==> config.mk <==
export PLATFORM = sky130hd
export DESIGN_NAME = spi_regbus_slave
export DESIGN_NICKNAME = d
export VERILOG_FILES = /design/src/rtl/spi_regbus_pkg.sv /design/src/rtl/spi_regbus_sync.sv /design/src/rtl/spi_regbus_frame.sv /design/src/rtl/spi_regbus_txsh.sv /design/src/rtl/spi_regbus_slave.sv
export SDC_FILE = /design/constraint.sdc
export NUM_CORES = 1
export LEC_CHECK = 0
export BUFFER_PORTS_ARGS = -buffer_cell sky130_fd_sc_hd__buf_2
export CAP_MARGIN = 10
export CORE_UTILIZATION = 56
export CTS_CLUSTER_SIZE = 10
export DETAILED_ROUTE_END_ITERATION = 16
export HOLD_SLACK_MARGIN = 0.03
export PLACE_DENSITY = 0.78
export REMOVE_ABC_BUFFERS = 1
export SYNTH_ARGS = -nofsm -noshare
export SYNTH_HDL_FRONTEND = slang
export SYNTH_HIERARCHICAL = 1
export SYNTH_SLANG_ARGS = --single-unit
==> constraint.sdc <==
create_clock -name clk -period 2.4 [get_ports clk]
set_input_delay 0.36 -clock clk [delete_from_list [all_inputs] [get_ports clk]]
set_output_delay 0.36 -clock clk [all_outputs]
set_load 0.02 [all_outputs]
==> src/rtl/spi_regbus_pkg.sv <==
package spi_regbus_pkg;
    localparam int FRAME_W    = 16;
    localparam int DATA_W     = 8;
    localparam int ADDR_W     = 5;
    localparam int CNT_W      = $clog2(FRAME_W + 1);

    typedef enum logic [1:0] {
        SRC_NONE = 2'd0,
        SRC_REG  = 2'd1,
        SRC_FIFO = 2'd2,
        SRC_REV  = 2'd3
    } rd_src_e;

    typedef struct packed {
        logic                sclk_prev;
        logic [CNT_W-1:0]    bit_cnt;
        logic [FRAME_W-2:0]  shreg;
        logic [ADDR_W-1:0]   addr;
        logic [DATA_W-1:0]   wdata;
        logic                rd;
        logic                wr;
        logic                pop;
        logic                push;
        logic                load;
        logic                shift;
        rd_src_e             src;
    } frame_state_t;

    // Classify one header byte into the target it selects.
    function automatic rd_src_e classify(input logic [DATA_W-1:0] hdr);
        logic [ADDR_W-1:0] a;
        a = hdr[ADDR_W-1:0];
        if (hdr[DATA_W-2:ADDR_W] != '0) return SRC_NONE;
        if (a == '0)                    return SRC_FIFO;
        if (a == {ADDR_W{1'b1}})        return SRC_REV;
        return SRC_REG;
    endfunction
endpackage

==> src/rtl/spi_regbus_sync.sv <==
module spi_regbus_sync #(
    parameter int            WIDTH   = 3,
    parameter int            STAGES  = 2,
    parameter logic [WIDTH-1:0] RST_VAL = '0
) (
    input  logic             clk,
    input  logic             rst_n,
    input  logic [WIDTH-1:0] async_i,
    output logic [WIDTH-1:0] sync_o
);
    logic [WIDTH-1:0] stage_q [STAGES];

    for (genvar s = 0; s < STAGES; s++) begin : g_stage
        logic [WIDTH-1:0] stage_d;
        if (s == 0) begin : g_first
            assign stage_d = async_i;
        end else begin : g_next
            assign stage_d = stage_q[s-1];
        end
        always_ff @(posedge clk or negedge rst_n) begin
            if (!rst_n) stage_q[s] <= RST_VAL;
            else        stage_q[s] <= stage_d;
        end
    end

    assign sync_o = stage_q[STAGES-1];
endmodule

==> src/rtl/spi_regbus_frame.sv <==
module spi_regbus_frame
    import spi_regbus_pkg::*;
(
    input  logic              clk,
    input  logic              rst_n,
    input  logic              sclk_i,
    input  logic              cs_n_i,
    input  logic              mosi_i,
    output logic [ADDR_W-1:0] addr_o,
    output logic [DATA_W-1:0] wdata_o,
    output logic              rd_o,
    output logic              wr_o,
    output logic              pop_o,
    output logic              push_o,
    output logic              load_o,
    output logic              shift_o,
    output rd_src_e           src_o
);
    frame_state_t q, d;

    logic               rise, fall;
    logic [FRAME_W-1:0] nxt;
    logic [DATA_W-1:0]  hdr_first, hdr_full;
    rd_src_e            cls_first, cls_full;

    always_comb begin
        d         = q;
        d.rd      = 1'b0;
        d.wr      = 1'b0;
        d.pop     = 1'b0;
        d.push    = 1'b0;
        d.load    = 1'b0;
        d.shift   = 1'b0;
        d.sclk_prev = sclk_i;

        rise      = sclk_i & ~q.sclk_prev;
        fall      = ~sclk_i & q.sclk_prev;
        nxt       = {q.shreg, mosi_i};
        hdr_first = nxt[DATA_W-1:0];
        hdr_full  = nxt[FRAME_W-1:DATA_W];
        cls_first = classify(hdr_first);
        cls_full  = classify(hdr_full);

        if (cs_n_i) begin
            d.bit_cnt = '0;
        end else begin
            // Falls after bits 9..15 advance the returned byte.
            if (fall && q.bit_cnt > CNT_W'(DATA_W) && q.bit_cnt < CNT_W'(FRAME_W))
                d.shift = 1'b1;
            if (rise && q.bit_cnt < CNT_W'(FRAME_W)) begin
                d.shreg   = nxt[FRAME_W-2:0];
                d.bit_cnt = q.bit_cnt + 1'b1;
                if (q.bit_cnt == CNT_W'(DATA_W - 1)) begin
                    d.addr = hdr_first[ADDR_W-1:0];
                    if (!hdr_first[DATA_W-1]) begin
                        d.load = 1'b1;
                        d.src  = cls_first;
                        case (cls_first)
                            SRC_REG:  d.rd  = 1'b1;
                            SRC_FIFO: d.pop = 1'b1;
                            default:  ;
                        endcase
                    end
                end
                if (q.bit_cnt == CNT_W'(FRAME_W - 1)) begin
                    d.addr  = hdr_full[ADDR_W-1:0];
                    d.wdata = nxt[DATA_W-1:0];
                    if (hdr_full[DATA_W-1]) begin
                        case (cls_full)
                            SRC_REG:  d.wr   = 1'b1;
                            SRC_FIFO: d.push = 1'b1;
                            default:  ;
                        endcase
                    end
                end
            end
        end
    end

    always_ff @(posedge clk or negedge rst_n) begin
        if (!rst_n) q <= '{default: '0, src: SRC_NONE};
        else        q <= d;
    end

    assign addr_o  = q.addr;
    assign wdata_o = q.wdata;
    assign rd_o    = q.rd;
    assign wr_o    = q.wr;
    assign pop_o   = q.pop;
    assign push_o  = q.push;
    assign load_o  = q.load;
    assign shift_o = q.shift;
    assign src_o   = q.src;
endmodule

==> src/rtl/spi_regbus_txsh.sv <==
module spi_regbus_txsh #(
    parameter int DATA_W = 8
) (
    input  logic              clk,
    input  logic              rst_n,
    input  logic              clear_i,
    input  logic              load_i,
    input  logic [DATA_W-1:0] load_data_i,
    input  logic              shift_i,
    output logic              miso_o
);
    logic [DATA_W-1:0] sh_d, sh_q;

    always_comb begin
        sh_d = sh_q;
        if (clear_i)      sh_d = '0;
        else if (load_i)  sh_d = load_data_i;
        else if (shift_i) sh_d = {sh_q[DATA_W-2:0], 1'b0};
    end

    always_ff @(posedge clk or negedge rst_n) begin
        if (!rst_n) sh_q <= '0;
        else        sh_q <= sh_d;
    end

    assign miso_o = sh_q[DATA_W-1];
endmodule

==> src/rtl/spi_regbus_slave.sv <==
module spi_regbus_slave
    import spi_regbus_pkg::*;
#(
    parameter logic [7:0] REV_CODE    = 8'hA0,
    parameter int          SYNC_STAGES = 2
) (
    input  logic       clk,
    input  logic       rst_n,
    input  logic       spi_sclk,
    input  logic       spi_cs_n,
    input  logic       spi_mosi,
    output logic       spi_miso,
    output logic [4:0] reg_addr_o,
    output logic [7:0] reg_wdata_o,
    output logic       reg_wr_o,
    output logic       reg_rd_o,
    input  logic [7:0] reg_rdata_i,
    output logic       rxq_pop_o,
    input  logic [7:0] rxq_data_i,
    output logic       txq_push_o
);
    logic [2:0]        pins_s;
    logic              sclk_s, cs_n_s, mosi_s;
    logic              load, shift;
    rd_src_e           src;
    logic [DATA_W-1:0] load_data;

    spi_regbus_sync #(
        .WIDTH   (3),
        .STAGES  (SYNC_STAGES),
        .RST_VAL (3'b010)
    ) u_sync (
        .clk     (clk),
        .rst_n   (rst_n),
        .async_i ({spi_sclk, spi_cs_n, spi_mosi}),
        .sync_o  (pins_s)
    );
    assign {sclk_s, cs_n_s, mosi_s} = pins_s;

    spi_regbus_frame u_frame (
        .clk     (clk),
        .rst_n   (rst_n),
        .sclk_i  (sclk_s),
        .cs_n_i  (cs_n_s),
        .mosi_i  (mosi_s),
        .addr_o  (reg_addr_o),
        .wdata_o (reg_wdata_o),
        .rd_o    (reg_rd_o),
        .wr_o    (reg_wr_o),
        .pop_o   (rxq_pop_o),
        .push_o  (txq_push_o),
        .load_o  (load),
        .shift_o (shift),
        .src_o   (src)
    );

    always_comb begin
        case (src)
            SRC_REG:  load_data = reg_rdata_i;
            SRC_FIFO: load_data = rxq_data_i;
            SRC_REV:  load_data = REV_CODE;
            default:  load_data = '0;
        endcase
    end

    spi_regbus_txsh #(.DATA_W(DATA_W)) u_txsh (
        .clk         (clk),
        .rst_n       (rst_n),
        .clear_i     (cs_n_s),
        .load_i      (load),
        .load_data_i (load_data),
        .shift_i     (shift),
        .miso_o      (spi_miso)
    );
endmodule

# Word-level counts from Yosys, hierarchy flattened
# Cells that the tools add are included.
# classes
reduce_logical	14
add_sub_neg	1
bitwise_logic	6
n_eq_ne	11
n_lt_le_gt_ge	2
muxes	51
# ops
op	n
$mux 38	1
$mux 8	4
$mux 2	15
$mux 1	27
$pmux 8 s3	1
$mux 13	1
$eq 5x5->1 const B	2
$logic_not 5->1	2
$mux 5	2
$eq 2x2->1 const B	4
$reduce_bool 2->1	4
$eq 2x1->1 const B	3
$reduce_and 3->1	2
$add 5x1->5 const B	1
$eq 5x3->1 const B	1
$eq 5x4->1 const B	1
$gt 5x4->1 const B	1
$lt 5x5->1 const B	1
$not 1->1	4
$reduce_and 4->1	1
$logic_and 1x1->1	3
$reduce_bool 3->1	1
$and 1x1->1	2
$reduce_and 2->1	1
# totals
wordCells	100
register_bits	56
in_bits	21
output_inout_bits	18

# Depth between registers and ports, before layout
# logic_depth
depth_word	14
depth_mapped	7
ltp_nobuf	6

# Cells and area by module
# The synthesis kept the hierarchy.
# by_module_without_submodules
mod	seq_area_each_um2	n_inst	cells_each	area_each_um2
spi_regbus_frame	1051.0	1	199	2005.7
spi_regbus_txsh	200.2	1	35	409.1
spi_regbus_sync	152.6	1	6	152.6
spi_regbus_slave	0.0	1	14	96.3

# Least setup slack after synthesis
# No wires, ideal clock.
# synth_path
path_kind	register to register
startpoint	reg u_sync.stage_q (netlist bit u_sync/sync_o[1])
endpoint	reg u_frame.q (netlist bit u_frame/src_o[0])
stages_incl_launch_ff	7
arrival_ns	1.549
setup_slack_ns	0.720
n_path_buf	3
cell_sequence	dfstp_2 -> buf_6 -> or4b_1 -> buf_6 -> buf_8 -> o31ai_4 -> o31ai_1
# synth_via
elab_chain_len	2
# synth_lines
element	line	rtl
start, declared	spi_regbus_sync.sv:11	logic [WIDTH-1:0] stage_q [STAGES];
start signal, assigned by index	spi_regbus_sync.sv:22	else stage_q[s] <= stage_d;
$not 1->1 (no source line)	--	
$reduce_and 4->1 (no source line)	--	
end signal, assigned	spi_regbus_frame.sv:81	if (!rst_n) q <= '{default: '0, src: SRC_NONE};
end signal, assigned	spi_regbus_frame.sv:82	else q <= d;
end, declared	spi_regbus_frame.sv:19	frame_state_t q, d;
# No other way between the ends.
# A chain may end at the register's enable or synchronous reset.

# Final worst setup path
# layout_path
startpoint	reg u_frame/q[36] in the netlist's numbering
endpoint	reg u_frame.q (netlist bit u_frame/wdata_o[6])
# layout_via
elab_chain_len	3
# layout_lines
element	line	rtl
$lt 5x5->1	spi_regbus_frame.sv:50	if (rise && q.bit_cnt < CNT_W'(FRAME_W)) begin
$logic_and 1x1->1	spi_regbus_frame.sv:50	
$reduce_and 3->1 (no source line) (*)	--	
# Mark *: on every way between the ends. The rest lies on a longest branch, timed or not.

==> impl_results.md <==
* Clock skew at 4.63 ps
* # diodes at 0
* Largest net degree at the start of global routing at 33
* Die width at 71.0 um
* Critical path data required time at 2600 ps
* Post-DP Area at 2760 um^2
* Boundary Pins at 39
* CP Class: reg2reg
* TritonCTS Buffers at 5
* Final setup violation count at 0
* Fin crit period at 2040 ps
* Clock Latency Late Sink at 300 ps
* Metal2 WL at 2.20 mm
* Synth Area in Simple Gates at 0.212
* Share of post-route cells with drive strength above 1 at 0.235
* Clock transition at path regs at 90 ps
* Register area share after synthesis at 0.527
* Worst slew margin at 0.551
* Hold_buf cts at 0
* Power share of the clock group at 0.312
* NetSw at 0.000410 W
* TritonCTS sink count at 56
* DP HPWL at 3.24 mm
* Residual DRC count at 0
* Max Fclk at 0.490 GHz
* Rows at 24
* Final ANT Viol Nets at 0
* Register share of total power at 0.616
* Routed len/inst at 14.1 um
* Max-Cap Viols at 0
* Top routing layer used: met4
* NumNets Final at 301
* Final period utilization at 0.851
* Starting DRT DRC Count at 120
* Post-synthesis mux area share at 0.0681
* Synthesized flop and latch total at 56
* Comb pwr share at 0.072
* First-pass DRT Iterations at 6
* Worst min path class: in2async
* EDFF count, synth at 0
* Synth cell count leaders: 54 x dfrtp_1, 50 x nand2_1, 18 x nor2_1, 15 x buf_4, 12 x nor3_1
* Full die area at 5040 um^2
* Leak Pwr at 1.41 nW
* DR WL met3 at 135 um
* Top cell type's share of synthesized area at 0.507
* CP Data Arrival Time at 2240 ps
* PD cells at 598 nW/um^2
* CTS tree: built
* Dpl ws at 363 ps
* DR vias at 1,820
* Max Root-Sink Buffers at 2
* Post-detailed-routing wire length at 4.62 mm
* Ys Warns at 6
* VDD IR-drop max at 0.000441 V
* Pint at 0.00129 W
* Most area-hungry cell type in the Yosys netlist: dfrtp_1
* Setup WS post-layout at 358 ps
* Initial antenna violation count at 0
* Unrepaired setup endpoints after global routing: false
* Main combinational cell family by area after synthesis: simple AND/OR/NAND/NOR gates
* Crit end category: register
* Die height at 71.0 um
* Wire length on met1 at 2.22 mm
* First-pass GRT wire length at 8.22 mm
* Synthesized area per cell at 10.5 um^2
* Post-synth ARST share at 1.00
* Max-slew violations at 0
* Synth-to-Final Area Change at 7.05%
* Final hold slack at 83.7 ps
* XOR/XNOR Fraction of Synth Area at 0.00329
* GP Congestion at 0.729
* Aggregate global-route resource usage at 0.211
* Ys flop type: dfrtp_1
* Final Hold Fails at 0
* Worst slew pin tran at 673 ps
* Depth of the CTS H-tree at 2
* CORE AREA at 4470 um^2
* Worst Path Max Fanout at 13
* Most frequent cell after synthesis: dfrtp_1
* Sw Share at 0.240
* Post-Route Setup TNS at 0 ps
* Postcts setup bufs at 0
* Compound-Gate Fraction of Synth Area at 0.0944
* Clock root buffer: clkbuf_8
* Final design utilization at 0.637
* Library cells used by synthesis at 42
* Post_cts resized at 0
* Vias in the first global route at 1,754
* Gate Count Post-Synth at 254
* Post-route cell area at 2850 um^2
* Total congestion overflow at 0
* Starting Density at 0.595
* Via density at 5.53
* Status: finished clean
* Top post-synthesis cells by area: dfrtp_1 51%, nand2_1 7.0%, buf_4 4.2%, mux2_2 3.8%, mux2i_1 3.0%
* IO buf count at 38
* Syn Std Cell Area at 2660 um^2
* Synth Area in Adders at 0.0141
* Crit path launch type: register
==> stage by stage <==
step	std cells	power (W)
global route	329	0.00179
floorplan	228	0.00112
CTS	329	0.00173
global placement	322	0.00119
detailed placement	322	0.00119
finish	329	0.00170
==> cell type report <==
class | count | area [um^2]
Clock buffer | 7 | 96.3
Fill cell | 373 | 1620
Inverter | 6 | 22.5
Multi-Input combinational cell | 166 | 1040
Sequential cell | 56 | 1400
Tap cell | 52 | 65.1
Timing Repair Buffer | 42 | 220
==> final timing paths <==
path                                                   start                      endpoint  slack [ps]  depth (start not counted)
max in group asynchronous                              rst_n                 u_frame/q[41]        1660                          2
worst max-delay path                           u_frame/q[36]            u_frame/wdata_o[6]         360                          5
min in group clk                                    spi_cs_n  u_sync/g_stage[1].stage_d[1]         150                          1
worst min-delay path                                   rst_n                 u_frame/q[36]          80                          1
worst min register to register  u_sync/g_stage[1].stage_d[2]              u_sync/sync_o[2]         360                          0
worst max register to register                 u_frame/q[36]            u_frame/wdata_o[6]         360                          5
==> flip-flops by register name, summed over array words and instances (netlist names) <==
name	cells
u_frame/pop_o	1
u_frame/load_o	1
u_frame/wr_o	1
u_frame/addr_o	5
u_frame/src_o	2
u_frame/hdr_first	7
u_frame/q	6
u_txsh/sh_q	8
u_sync/sync_o	3
u_frame/push_o	1
u_sync/g_stage.stage_d	3
u_frame/rd_o	1
u_frame/shift_o	1
u_frame/hdr_full	8
u_frame/wdata_o	8
==> cell families (layout without fill, tap and decap cells) <==
group	after synthesis	count (layout)
AO/OA/AOI/OAI	33	33
XOR/XNOR	1	1
adder cells (fa/ha/maj)	3	3
buffers and inverters	32	55
flip-flops	56	56
multiplexers	17	17
AND/OR/NAND/NOR	112	112
==> cells in the final DEF (no fill, tap or decap), drive strengths merged, types with 2 or more instances in the layout <==
cell type / n
nor2: 18
o2bb2ai: 5
mux2i: 8
nor2b: 10
a22o: 6
nand4: 2
clkbuf: 7
or3b: 2
and3: 2
dfstp: 2
nor4bb: 2
o21ai: 5
buf: 42
o31ai: 3
a211oi: 8
a21oi: 5
mux2: 9
dfrtp: 54
nor3: 12
inv: 6
or4: 2
nand2: 50
ha: 3
nor4: 4
==> critical path, stage by stage, from the launching register on <==
cell	delay (ps)
dfrtp_1	400
ha_1	210
and3_1	170
ha_1	440
nand2_1	340
mux2_2	360
==> metal layers <==
layer | vias up | GRT usage
met1 | 881 | 0.277
met4 | 0 | 0.0800
met3 | 5 | 0.0427
met5 | - | 0
li1 | 905 | -
met2 | 29 | 0.347
==> power by group through the flow <==
stage	clock network, W	logic (W)	registers (W)
floorplan	0	0.0000718	0.00105
global placement	0	0.000121	0.00107
detailed placement	0	0.000125	0.00107
CTS	0.000553	0.000125	0.00105
global route	0.000586	0.000143	0.00106
finish	0.000532	0.000123	0.00105
Power figures use the tool's default switching activity.
